## src/rtl/pwmc_pkg.sv

```systemverilog
package pwmc_pkg;

    localparam int CNT_W     = 12;
    localparam int PRESC_MIN = 3;
    localparam int SLEEP_BIT = 4;
    localparam int INV_BIT   = 4;
    localparam int DRV_BIT   = 2;
    localparam int FLAG_BIT  = 4;

    localparam logic [7:0] A_CTRL0  = 8'h00;
    localparam logic [7:0] A_CTRL1  = 8'h01;
    localparam logic [7:0] A_CHBASE = 8'h06;
    localparam logic [7:0] A_BCLO   = 8'hFA;
    localparam logic [7:0] A_BCHI   = 8'hFD;
    localparam logic [7:0] A_PRESC  = 8'hFE;

    typedef struct packed {
        logic [CNT_W-1:0] on_cnt;
        logic [CNT_W-1:0] off_cnt;
        logic             force_on;
        logic             force_off;
    } chan_cfg_t;

    localparam chan_cfg_t CFG_RST = '{on_cnt: '0, off_cnt: '0, force_on: 1'b0, force_off: 1'b1};

    // byte lane: 0 ON low, 1 ON high, 2 OFF low, 3 OFF high
    function automatic chan_cfg_t cfg_write(chan_cfg_t c, logic [1:0] lane, logic [7:0] v);
        chan_cfg_t r = c;
        case (lane)
            2'd0: r.on_cnt[7:0] = v;
            2'd1: begin r.on_cnt[CNT_W-1:8] = v[3:0]; r.force_on = v[FLAG_BIT]; end
            2'd2: r.off_cnt[7:0] = v;
            default: begin r.off_cnt[CNT_W-1:8] = v[3:0]; r.force_off = v[FLAG_BIT]; end
        endcase
        return r;
    endfunction

    function automatic logic [7:0] cfg_read(chan_cfg_t c, logic [1:0] lane);
        case (lane)
            2'd0:    return c.on_cnt[7:0];
            2'd1:    return {3'b000, c.force_on, c.on_cnt[CNT_W-1:8]};
            2'd2:    return c.off_cnt[7:0];
            default: return {3'b000, c.force_off, c.off_cnt[CNT_W-1:8]};
        endcase
    endfunction

endpackage

```

## src/rtl/pwmc_regs.sv

```systemverilog
module pwmc_regs
    import pwmc_pkg::*;
#(
    parameter int NUM_CH    = 16,
    parameter int PRESC_RST = 30
) (
    input  logic                    clk,
    input  logic                    rst_n,
    input  logic                    wr_en,
    input  logic                    rd_en,
    input  logic [7:0]              addr,
    input  logic [7:0]              wdata,
    output logic [7:0]              rdata,
    output logic                    sleep,
    output logic                    invert,
    output logic                    push_pull,
    output logic [7:0]              presc,
    output chan_cfg_t [NUM_CH-1:0]  cfg
);

    localparam logic [8:0] CH_END = 9'(int'(A_CHBASE) + 4 * NUM_CH);

    typedef struct packed {
        logic [7:0]             ctrl0;
        logic [7:0]             ctrl1;
        logic [7:0]             presc;
        logic [7:0]             rdata;
        chan_cfg_t [NUM_CH-1:0] ch;
    } regs_t;

    regs_t q, d;

    logic       ch_hit, bc_hit;
    logic [7:0] rel;
    logic [1:0] lane;

    always_comb begin
        logic [7:0] rd_val;
        rel    = addr - A_CHBASE;
        lane   = addr[1:0] - 2'd2;
        ch_hit = (addr >= A_CHBASE) && ({1'b0, addr} < CH_END);
        bc_hit = (addr >= A_BCLO) && (addr <= A_BCHI);
        d      = q;
        rd_val = 8'h00;

        if (wr_en) begin
            if (addr == A_CTRL0) d.ctrl0 = wdata;
            if (addr == A_CTRL1) d.ctrl1 = wdata;
            if (addr == A_PRESC && q.ctrl0[SLEEP_BIT])
                d.presc = (wdata < 8'(PRESC_MIN)) ? 8'(PRESC_MIN) : wdata;
        end
        for (int i = 0; i < NUM_CH; i++) begin
            if (wr_en && (bc_hit || (ch_hit && rel[7:2] == 6'(i))))
                d.ch[i] = cfg_write(q.ch[i], lane, wdata);
            if (ch_hit && rel[7:2] == 6'(i))
                rd_val = cfg_read(q.ch[i], lane);
        end
        if (addr == A_CTRL0) rd_val = q.ctrl0;
        if (addr == A_CTRL1) rd_val = q.ctrl1;
        if (addr == A_PRESC) rd_val = q.presc;
        if (rd_en) d.rdata = rd_val;
    end

    always_ff @(posedge clk) begin
        if (!rst_n) begin
            q.ctrl0 <= 8'h10;
            q.ctrl1 <= 8'h04;
            q.presc <= 8'(PRESC_RST);
            q.rdata <= 8'h00;
            for (int i = 0; i < NUM_CH; i++) q.ch[i] <= CFG_RST;
        end else begin
            q <= d;
        end
    end

    assign rdata     = q.rdata;
    assign sleep     = q.ctrl0[SLEEP_BIT];
    assign invert    = q.ctrl1[INV_BIT];
    assign push_pull = q.ctrl1[DRV_BIT];
    assign presc     = q.presc;
    assign cfg       = q.ch;

    AST_PRESC_LOCKED: assert property (@(posedge clk) disable iff (!rst_n)
        !q.ctrl0[SLEEP_BIT] |=> $stable(q.presc));
    AST_PRESC_FLOOR: assert property (@(posedge clk) disable iff (!rst_n)
        q.presc >= 8'(PRESC_MIN));

endmodule

```

## src/rtl/pwmc_timebase.sv

```systemverilog
module pwmc_timebase
    import pwmc_pkg::*;
#(
    parameter int WAKE_CYCLES = 12500
) (
    input  logic             clk,
    input  logic             rst_n,
    input  logic             sleep,
    input  logic [7:0]       presc,
    output logic [CNT_W-1:0] cnt,
    output logic             run
);

    localparam int WW = $clog2(WAKE_CYCLES + 1);

    typedef struct packed {
        logic [WW-1:0]    wake;
        logic [7:0]       div;
        logic [CNT_W-1:0] cnt;
        logic             run;
    } tb_t;

    tb_t q, d;

    always_comb begin
        d = q;
        if (sleep) begin
            d.wake = '0;
            d.div  = '0;
            d.cnt  = '0;
            d.run  = 1'b0;
        end else if (!q.run) begin
            if (q.wake == WW'(WAKE_CYCLES - 1)) d.run  = 1'b1;
            else                                d.wake = q.wake + WW'(1);
        end else if (q.div == presc) begin
            d.div = '0;
            d.cnt = q.cnt + CNT_W'(1);
        end else begin
            d.div = q.div + 8'd1;
        end
    end

    always_ff @(posedge clk) begin
        if (!rst_n) q <= '0;
        else        q <= d;
    end

    assign cnt = q.cnt;
    assign run = q.run;

    AST_ASLEEP_HELD: assert property (@(posedge clk) disable iff (!rst_n)
        sleep |=> (q.cnt == '0 && !q.run));

endmodule

```

## src/rtl/pwmc_chan.sv

```systemverilog
module pwmc_chan
    import pwmc_pkg::*;
(
    input  logic             clk,
    input  logic             rst_n,
    input  logic             run,
    input  logic [CNT_W-1:0] cnt,
    input  chan_cfg_t        cfg,
    output logic             lvl
);

    logic lvl_q, lvl_d, in_win;

    always_comb begin
        if (cfg.on_cnt < cfg.off_cnt)
            in_win = (cnt >= cfg.on_cnt) && (cnt < cfg.off_cnt);
        else if (cfg.on_cnt > cfg.off_cnt)
            in_win = (cnt >= cfg.on_cnt) || (cnt < cfg.off_cnt);
        else
            in_win = 1'b0;
        lvl_d = run && !cfg.force_off && (cfg.force_on || in_win);
    end

    always_ff @(posedge clk) begin
        if (!rst_n) lvl_q <= 1'b0;
        else        lvl_q <= lvl_d;
    end

    assign lvl = lvl_q;

    AST_FULL_OFF_WINS: assert property (@(posedge clk) disable iff (!rst_n)
        cfg.force_off |=> !lvl_q);
    AST_FULL_ON_WINS: assert property (@(posedge clk) disable iff (!rst_n)
        (run && cfg.force_on && !cfg.force_off) |=> lvl_q);

endmodule

```

## src/rtl/pwmc_top.sv

```systemverilog
module pwmc_top
    import pwmc_pkg::*;
#(
    parameter int NUM_CH      = 16,
    parameter int WAKE_CYCLES = 12500,
    parameter int PRESC_RST   = 30
) (
    input  logic              clk,
    input  logic              rst_n,
    input  logic              reg_wr,
    input  logic              reg_rd,
    input  logic [7:0]        reg_addr,
    input  logic [7:0]        reg_wdata,
    output logic [7:0]        reg_rdata,
    output logic [NUM_CH-1:0] pwm_out,
    output logic [NUM_CH-1:0] pwm_oe
);

    logic                   sleep, invert, push_pull, run;
    logic [7:0]             presc;
    logic [CNT_W-1:0]       cnt;
    chan_cfg_t [NUM_CH-1:0] cfg;
    logic [NUM_CH-1:0]      lvl;

    pwmc_regs #(.NUM_CH(NUM_CH), .PRESC_RST(PRESC_RST)) u_regs (
        .clk(clk), .rst_n(rst_n), .wr_en(reg_wr), .rd_en(reg_rd),
        .addr(reg_addr), .wdata(reg_wdata), .rdata(reg_rdata),
        .sleep(sleep), .invert(invert), .push_pull(push_pull),
        .presc(presc), .cfg(cfg)
    );

    pwmc_timebase #(.WAKE_CYCLES(WAKE_CYCLES)) u_tb (
        .clk(clk), .rst_n(rst_n), .sleep(sleep), .presc(presc),
        .cnt(cnt), .run(run)
    );

    for (genvar g = 0; g < NUM_CH; g++) begin : g_ch
        pwmc_chan u_chan (
            .clk(clk), .rst_n(rst_n), .run(run), .cnt(cnt),
            .cfg(cfg[g]), .lvl(lvl[g])
        );
    end

    always_comb begin
        pwm_out = lvl ^ {NUM_CH{invert}};
        pwm_oe  = push_pull ? {NUM_CH{1'b1}} : ~pwm_out;
    end

    AST_PP_DRIVES_ALL: assert property (@(posedge clk) disable iff (!rst_n)
        push_pull |-> (&pwm_oe));
    AST_OD_HIGHZ: assert property (@(posedge clk) disable iff (!rst_n)
        !push_pull |-> ((pwm_oe & pwm_out) == '0));

endmodule

```

## config.mk

```make
export PLATFORM = sky130hd
export DESIGN_NAME = pwmc_top
export DESIGN_NICKNAME = d
export VERILOG_FILES = /design/src/rtl/pwmc_pkg.sv /design/src/rtl/pwmc_regs.sv /design/src/rtl/pwmc_timebase.sv /design/src/rtl/pwmc_chan.sv /design/src/rtl/pwmc_top.sv
export SDC_FILE = /design/constraint.sdc
export NUM_CORES = 2
export LEC_CHECK = 0
export ABC_AREA = 0
export CAP_MARGIN = 20
export CORE_MARGIN = 1.5
export CORE_UTILIZATION = 55
export CTS_CLUSTER_SIZE = 14
export DETAILED_ROUTE_END_ITERATION = 8
export DONT_BUFFER_PORTS = 1
export GPL_ROUTABILITY_DRIVEN = 0
export GPL_TIMING_DRIVEN = 0
export PLACE_DENSITY = 0.68
export SETUP_SLACK_MARGIN = 0.02
export SYNTH_ARGS = -nofsm -noshare
export SYNTH_HDL_FRONTEND = slang
export SYNTH_SLANG_ARGS = --single-unit
export TNS_END_PERCENT = 10
```

## constraint.sdc

```tcl
create_clock -name clk -period 3.7 [get_ports clk]
set_input_delay 0.74 -clock clk [delete_from_list [all_inputs] [get_ports clk]]
set_output_delay 0.74 -clock clk [all_outputs]
set_load 0.03 [all_outputs]
```

---- Word-level counts from Yosys, hierarchy flattened ----
Cells that the tools add are included.
operators by class
  add/subtract/negate cells ............... 5
  magnitude comparators ................... 69
  equality and inequality tests ........... 21
  multiplexer cells ....................... 72
  bitwise logic cells ..................... 6
  reductions and logical operators ........ 221
operators by type and width
  kind                     number
  $lt A12 B12 Y1           32
  $pmux W8 S3              16
  $ge A12 B12 Y1           16
  $gt A12 B12 Y1           16
  $mux W8                  21
  $reduce_and A2 Y1        69
  $logic_and A1 B1 Y1      83
  $eq A6 B4 Y1 const B     8
  $logic_or A1 B1 Y1       48
  $mux W1                  34
  $eq A6 B3 Y1 const B     4
  $logic_not A1 Y1         16
  $mux W16                 1
  $not A16 Y16             1
  $xor A16 B16 Y16         1
  $add A14 B1 Y14 const B  1
  $eq A14 B14 Y1 const B   1
  $add A12 B1 Y12 const B  1
  $eq A6 B2 Y1 const B     2
  $add A8 B1 Y8 const B    1
  $eq A8 B1 Y1 const B     1
  $eq A8 B8 Y1             1
  $eq A8 B8 Y1 const B     1
  $ge A8 B3 Y1 const B     1
  other kinds (15)         18
word-level totals
  register bits after elaboration ......... 499
  bits of input ports ..................... 20
  output and inout port bits .............. 40
  logic and storage cells ................. 514

---- Logic depth before layout (Yosys ltp) ----
  depth in word-level cells ............... 22
  mapped depth ............................ 13
  gate-level depth less buffers ........... 10

---- Modules after synthesis ----
From an unflattened synthesis, not the netlist that was laid out.
second synthesis, totals
  cell total of the unflattened synthesis .. 4821
  area total of the unflattened synthesis .. 41989.0 um2
modules (own cells, without submodules)
  module         instances  cells each  area an instance (um2)  seq. area each (um2)
  pwmc_regs      1          2731        25157.9                 8968.6
  pwmc_chan      16         115         912.1                   20.0
  pwmc_timebase  1          215         1954.4                  700.7
  pwmc_top       1          35          282.8                   0.0

---- Worst setup path before layout ----
No wires, ideal clock.
  path kind ............................... input port to flip-flop
  start ................................... input reg_addr[0]
  end ..................................... register u_regs.rdata[0] (netlist name)
  setup time .............................. 0.117 ns
  data arrival time ....................... 2.943 ns
  data required time ...................... 3.583 ns
  path slack .............................. 0.640 ns
  cell stages on the path ................. 9
  buffers on the path ..................... 5
  path through ............................ buf_2 -> buf_2 -> buf_4 -> buf_4 -> buf_2 -> mux4_2 -> a31oi_1 -> o211ai_1 -> a22o_1
between the ends
  cells in the longest elaborated chain, start to end .. 22
  elaborated cells on any way between the ends .. 78
  classes of those cells .................. add/sub: 2; order compare: 2; eq/ne: 19; mux: 35; reduce/logical: 20
RTL lines
  item                                                line                             text
  from (decl)                                         pwmc_top.sv:12                   input logic [7:0] reg_addr,
  $sub A8 B3 Y8 (tied with other cells)               pwmc_regs.sv:39                  rel = addr - A_CHBASE;
  $logic_not A6 Y1 (tied with other cells)            pwmc_regs.sv:55                  if (ch_hit && rel[7:2] == 6'(i))
  $logic_and A1 B1 Y1 or $pmux W8 S3 (tied branches)  pwmc_regs.sv:55, pwmc_pkg.sv:39
  $mux W8 (16 in a row)                               pwmc_regs.sv:55
  $mux W8                                             pwmc_regs.sv:58                  if (addr == A_CTRL0) rd_val = q.ctrl0;
  $mux W8                                             pwmc_regs.sv:59                  if (addr == A_CTRL1) rd_val = q.ctrl1;
  $mux W8 (*)                                         pwmc_regs.sv:60                  if (addr == A_PRESC) rd_val = q.presc;
Mark *: on every way between the ends. The rest lies on a longest branch, timed or not.
A chain may end at the register's enable or synchronous reset.

---- Worst setup path in the final report ----
  start ................................... input reg_addr[1]
  end ..................................... register u_regs.rdata[3] (netlist name)
between the ends
  cells in the longest elaborated chain, start to end .. 22
  elaborated cells on any way between the ends .. 78
  classes of those cells .................. add/sub: 2; order compare: 2; eq/ne: 19; mux: 35; reduce/logical: 20
RTL lines
  item                                                line
  $sub A8 B3 Y8 (tied with other cells)               pwmc_regs.sv:39
  $logic_not A6 Y1 (tied with other cells)            pwmc_regs.sv:55
  $logic_and A1 B1 Y1 or $pmux W8 S3 (tied branches)  pwmc_regs.sv:55, pwmc_pkg.sv:39
  $mux W8 (16 in a row)                               pwmc_regs.sv:55
  $mux W8                                             pwmc_regs.sv:58
  $mux W8                                             pwmc_regs.sv:59
  $mux W8 (*)                                         pwmc_regs.sv:60
Marks and branches as above.

==> flow_metrics.py <==
metrics = {
    "logic_synthesis": {
        "synth_edf_count": 0,
        "syn_avg_cell_area_um2": 8.68,
        "synth_cells": 4193,
        "synth_area_um2": 36400,
        "synth_most_common_cell": "ha_1",
        "netlist.area_leader.share": 0.274,
        "ys.flop_type": "dfxtp_1",
        "yosysTopAreaCell": "dfxtp_1",
        "ys_seq_area_frac": 0.274,
        "ys_top_cells_by_count": "564 x ha_1, 499 x dfxtp_1, 394 x nor2_1",
        "yosys_warnings": 0,
        "synth_area_leaders": "dfxtp_1 27%, ha_1 19%, mux2i_1 8.8%, mux4_2 5.3%, a21oi_1 4.1%",
        "ys_ff_latch": 499,
        "synth_nets": 4777,
        "synth.distinct_cells": 71,
        "synthArstFlopShare": 0,
    },
    "detailed_routing": {
        "viasPerCell": 6.52,
        "via_count": 33800,
        "firstDrtPassIters": 9,
        "drc_errors": 0,
        "drt_wl_total_mm": 137,
        "ant_nets": 0,
        "drt_iter0_drc": 4235,
        "wl_per_cell_um": 26.5,
    },
    "placed_design": {
        "post-dp-hpwl_mm": 102,
        "pre_cts_ws_ns": -1.61,
        "place_inst": 5077,
        "placed_area_um2": 37800,
        "port-buffer-count": 0,
    },
    "sta": {
        "slew_violations": 0,
        "clock.fmax_ghz": 0.269,
        "finalSetupViolCount": 2,
        "tightestPinTransition_ns": 1.27,
        "fin_worst_skew_ns": 0.0361,
        "rsz0062_at_grt": "true",
        "setup_ws_ns": -0.0207,
        "finalHoldViolations": 0,
        "fin_crit_sh": 1.01,
        "relSlewSlack": 0.156,
        "fin_crit_ns": 3.72,
    },
    "clock_tree": {
        "cts_buffers": 55,
        "clock-sinks": 499,
        "postCtsSetupRepairBufs": 0,
        "clk_pin_slew_ns": 0.06,
        "clock_latency_ns": 0.65,
        "htree_num_levels": 2,
        "root_buffer": "clkbuf_16",
        "clockBufferDepth": 3,
        "cts_tree": "built",
    },
    "setup_path": {
        "rr_startpoint": "u_tb.cnt[0]",
        "rr_worst_depth": 13,
        "required_ns": 4.23,
        "crit_arrival_ns": 4.25,
        "startpoint_type": "primary input",
        "reg2reg_to": "g_ch[12].u_chan.lvl",
        "crit_type": "in2reg",
        "slowest_delay_ns": 0.44,
        "cp_common_cell": "buf_4",
        "regToRegSetupSlack_ns": 0.05,
        "slowest_stage": "clkbuf_4",
        "path_max_fanout": 11,
        "path_cells": "buf_2 > buf_4 > buf_4 > buf_4 > clkbuf_4 > buf_4 > mux4_2 > a22oi_1 > nand3_1 > o211ai_1 > a31oi_1",
        "critPathCaptureType": "flop",
    },
    "floorplanning": {
        "initial_core_util": 0.555,
        "dieArea_um2": 67800,
        "die_w_um": 260,
        "die_h_um": 260,
        "num_io_pins": 60,
        "core_area_um2": 65600,
        "rows": 94,
    },
    "cells_and_area": {
        "drive_gt1_frac": 0.0777,
        "area_growth_pct": 9.42,
        "fin_area_um2": 39800,
        "fin_nets": 4853,
        "stdcell_count": 5188,
    },
    "pwr": {
        "peakVddDrop_mv": 0.384,
        "leakagePower_nw": 16.1,
        "p_per_area_nw_per_um2": 308,
    },
    "global_route": {
        "grt_pass1_wl_mm": 201,
        "grt_max_degree": 36,
        "grt-ovfl-total": 0,
        "first_global_vias": 31400,
        "grt_usage": 0.399,
        "antenna_found_initial": 4,
    },
    "worst_hold_path": {
        "hp-start": "reg_rd",
        "min_to": "u_regs.rdata[2]",
        "hold_path_depth": 3,
        "hp-class": "in2reg",
    },
    "run_status": {
        "status": "complete, but fails checks",
        "violations": "negative setup slack",
    },
    "run": {
        "max-cap-violations": 0,
    },
}
## layout by cell type (no fill, tap or decap), types with 20 or more instances in the layout
cell         n
dfxtp_1    488
mux2i_1    321
xor2_1      44
a31oi_1     20
a21oi_1    300
clkbuf_1   159
nor2_1     393
nand2b_1    63
o21a_1      49
mux4_2      86
a211o_1     27
clkbuf_16   55
a211oi_1    20
nor2b_1     52
nand3_1     63
nand4_1    114
a21o_1      95
ha_1       564
o211ai_1    67
o21ai_0    226
nor3_1      38
a21boi_0    45
nand2_1    265
inv_1      385
## sequential cells by signal, summed over array words and instances (netlist names)
signal / flops
u_regs.invert: 1
u_tb.q: 22
g_ch.u_chan.lvl: 16
u_tb.cnt: 12
u_regs.cfg: 416
u_tb.run: 1
u_regs.presc: 8
u_regs.sleep: 1
u_regs.push_pull: 1
u_regs.q: 13
u_regs.rdata: 8
## per-layer routing
metal  track usage  vias to the layer above  share of wire
met3        0.0919                      543           0.11
met1         0.521                    16000           0.40
met5             0                        -       0.000095
li1              -                    15200              -
met2         0.604                     2128           0.42
met4         0.227                        2          0.069
## how the worst max path moves through the flow
stage | startpoint | slack, ns | cells after the start | to
after CTS | reg_addr[0] | 0.04 | 11 | u_regs.rdata[7]
after global placement | u_tb.cnt[0] | -2.27 | 12 | g_ch[8].u_chan.lvl
after detailed placement | reg_addr[1] | -1.61 | 10 | u_regs.rdata[7]
after floorplan | reg_addr[0] | 0.64 | 9 | u_regs.rdata[0]
after global routing | reg_addr[0] | -0.005 | 11 | u_regs.rdata[6]
final | reg_addr[1] | -0.02 | 11 | u_regs.rdata[3]
## worst max-delay path: cells and delay by family
family                 cells  cell delay, ns
AO/OA/AOI/OAI              3            0.71
buffers and inverters      6            2.18
multiplexers               1            0.41
AND/OR/NAND/NOR            1            0.19
## per-stage QoR
step	util	setup TNS [ns]	hold slack (ns)	total power [mW]
floorplan	-	0	0.411	6.09
global placement	0.571	-121.88	0.445	6.47
detailed placement	0.576	-89.06	0.449	6.47
CTS	0.606	0	0.312	12.2
global route	0.607	-0.00474	0.352	12.5
finish	0.607	-0.0347	0.331	12.3
## area by class of cell
type,instances,area (um2)
clock inverters,25,268
clock buffers,77,1630
inverters,390,1470
diodes,10,25.0
well taps,864,1080
fillers,5866,25800
multi-input cells,3092,24100
flip-flops and latches,499,10000
repair buffers,20,322
plain buffers,211,916
## power by group
| group | internal [mW] | total [mW] | switching [mW] | leakage [nW] |
|---|---|---|---|---|
| logic | 0.250 | 1.02 | 0.773 | 11.1 |
| registers | 5.39 | 5.41 | 0.0207 | 4.03 |
| clock network | 3.35 | 5.84 | 2.49 | 0.949 |
| total | 8.99 | 12.3 | 3.28 | 16.1 |
## cell families after synthesis
kind of cell,count (synthesis),share of synthesized area
AND/OR/NAND/NOR,1083,0.140
AO/OA/AOI/OAI,979,0.172
buffers and inverters,602,0.0644
adder cells (fa/ha/maj),564,0.194
flip-flops,499,0.274
multiplexers,407,0.141
XOR/XNOR,59,0.0142
## repair_timing
item / in CTS / in global routing
cloned: 0 / 0
gates resized for setup: 17 / 10
endpoints found under the setup margin: 57 / 53
hold buffers: 0 / 0
Note: power is estimated with default switching activity, not from simulation.
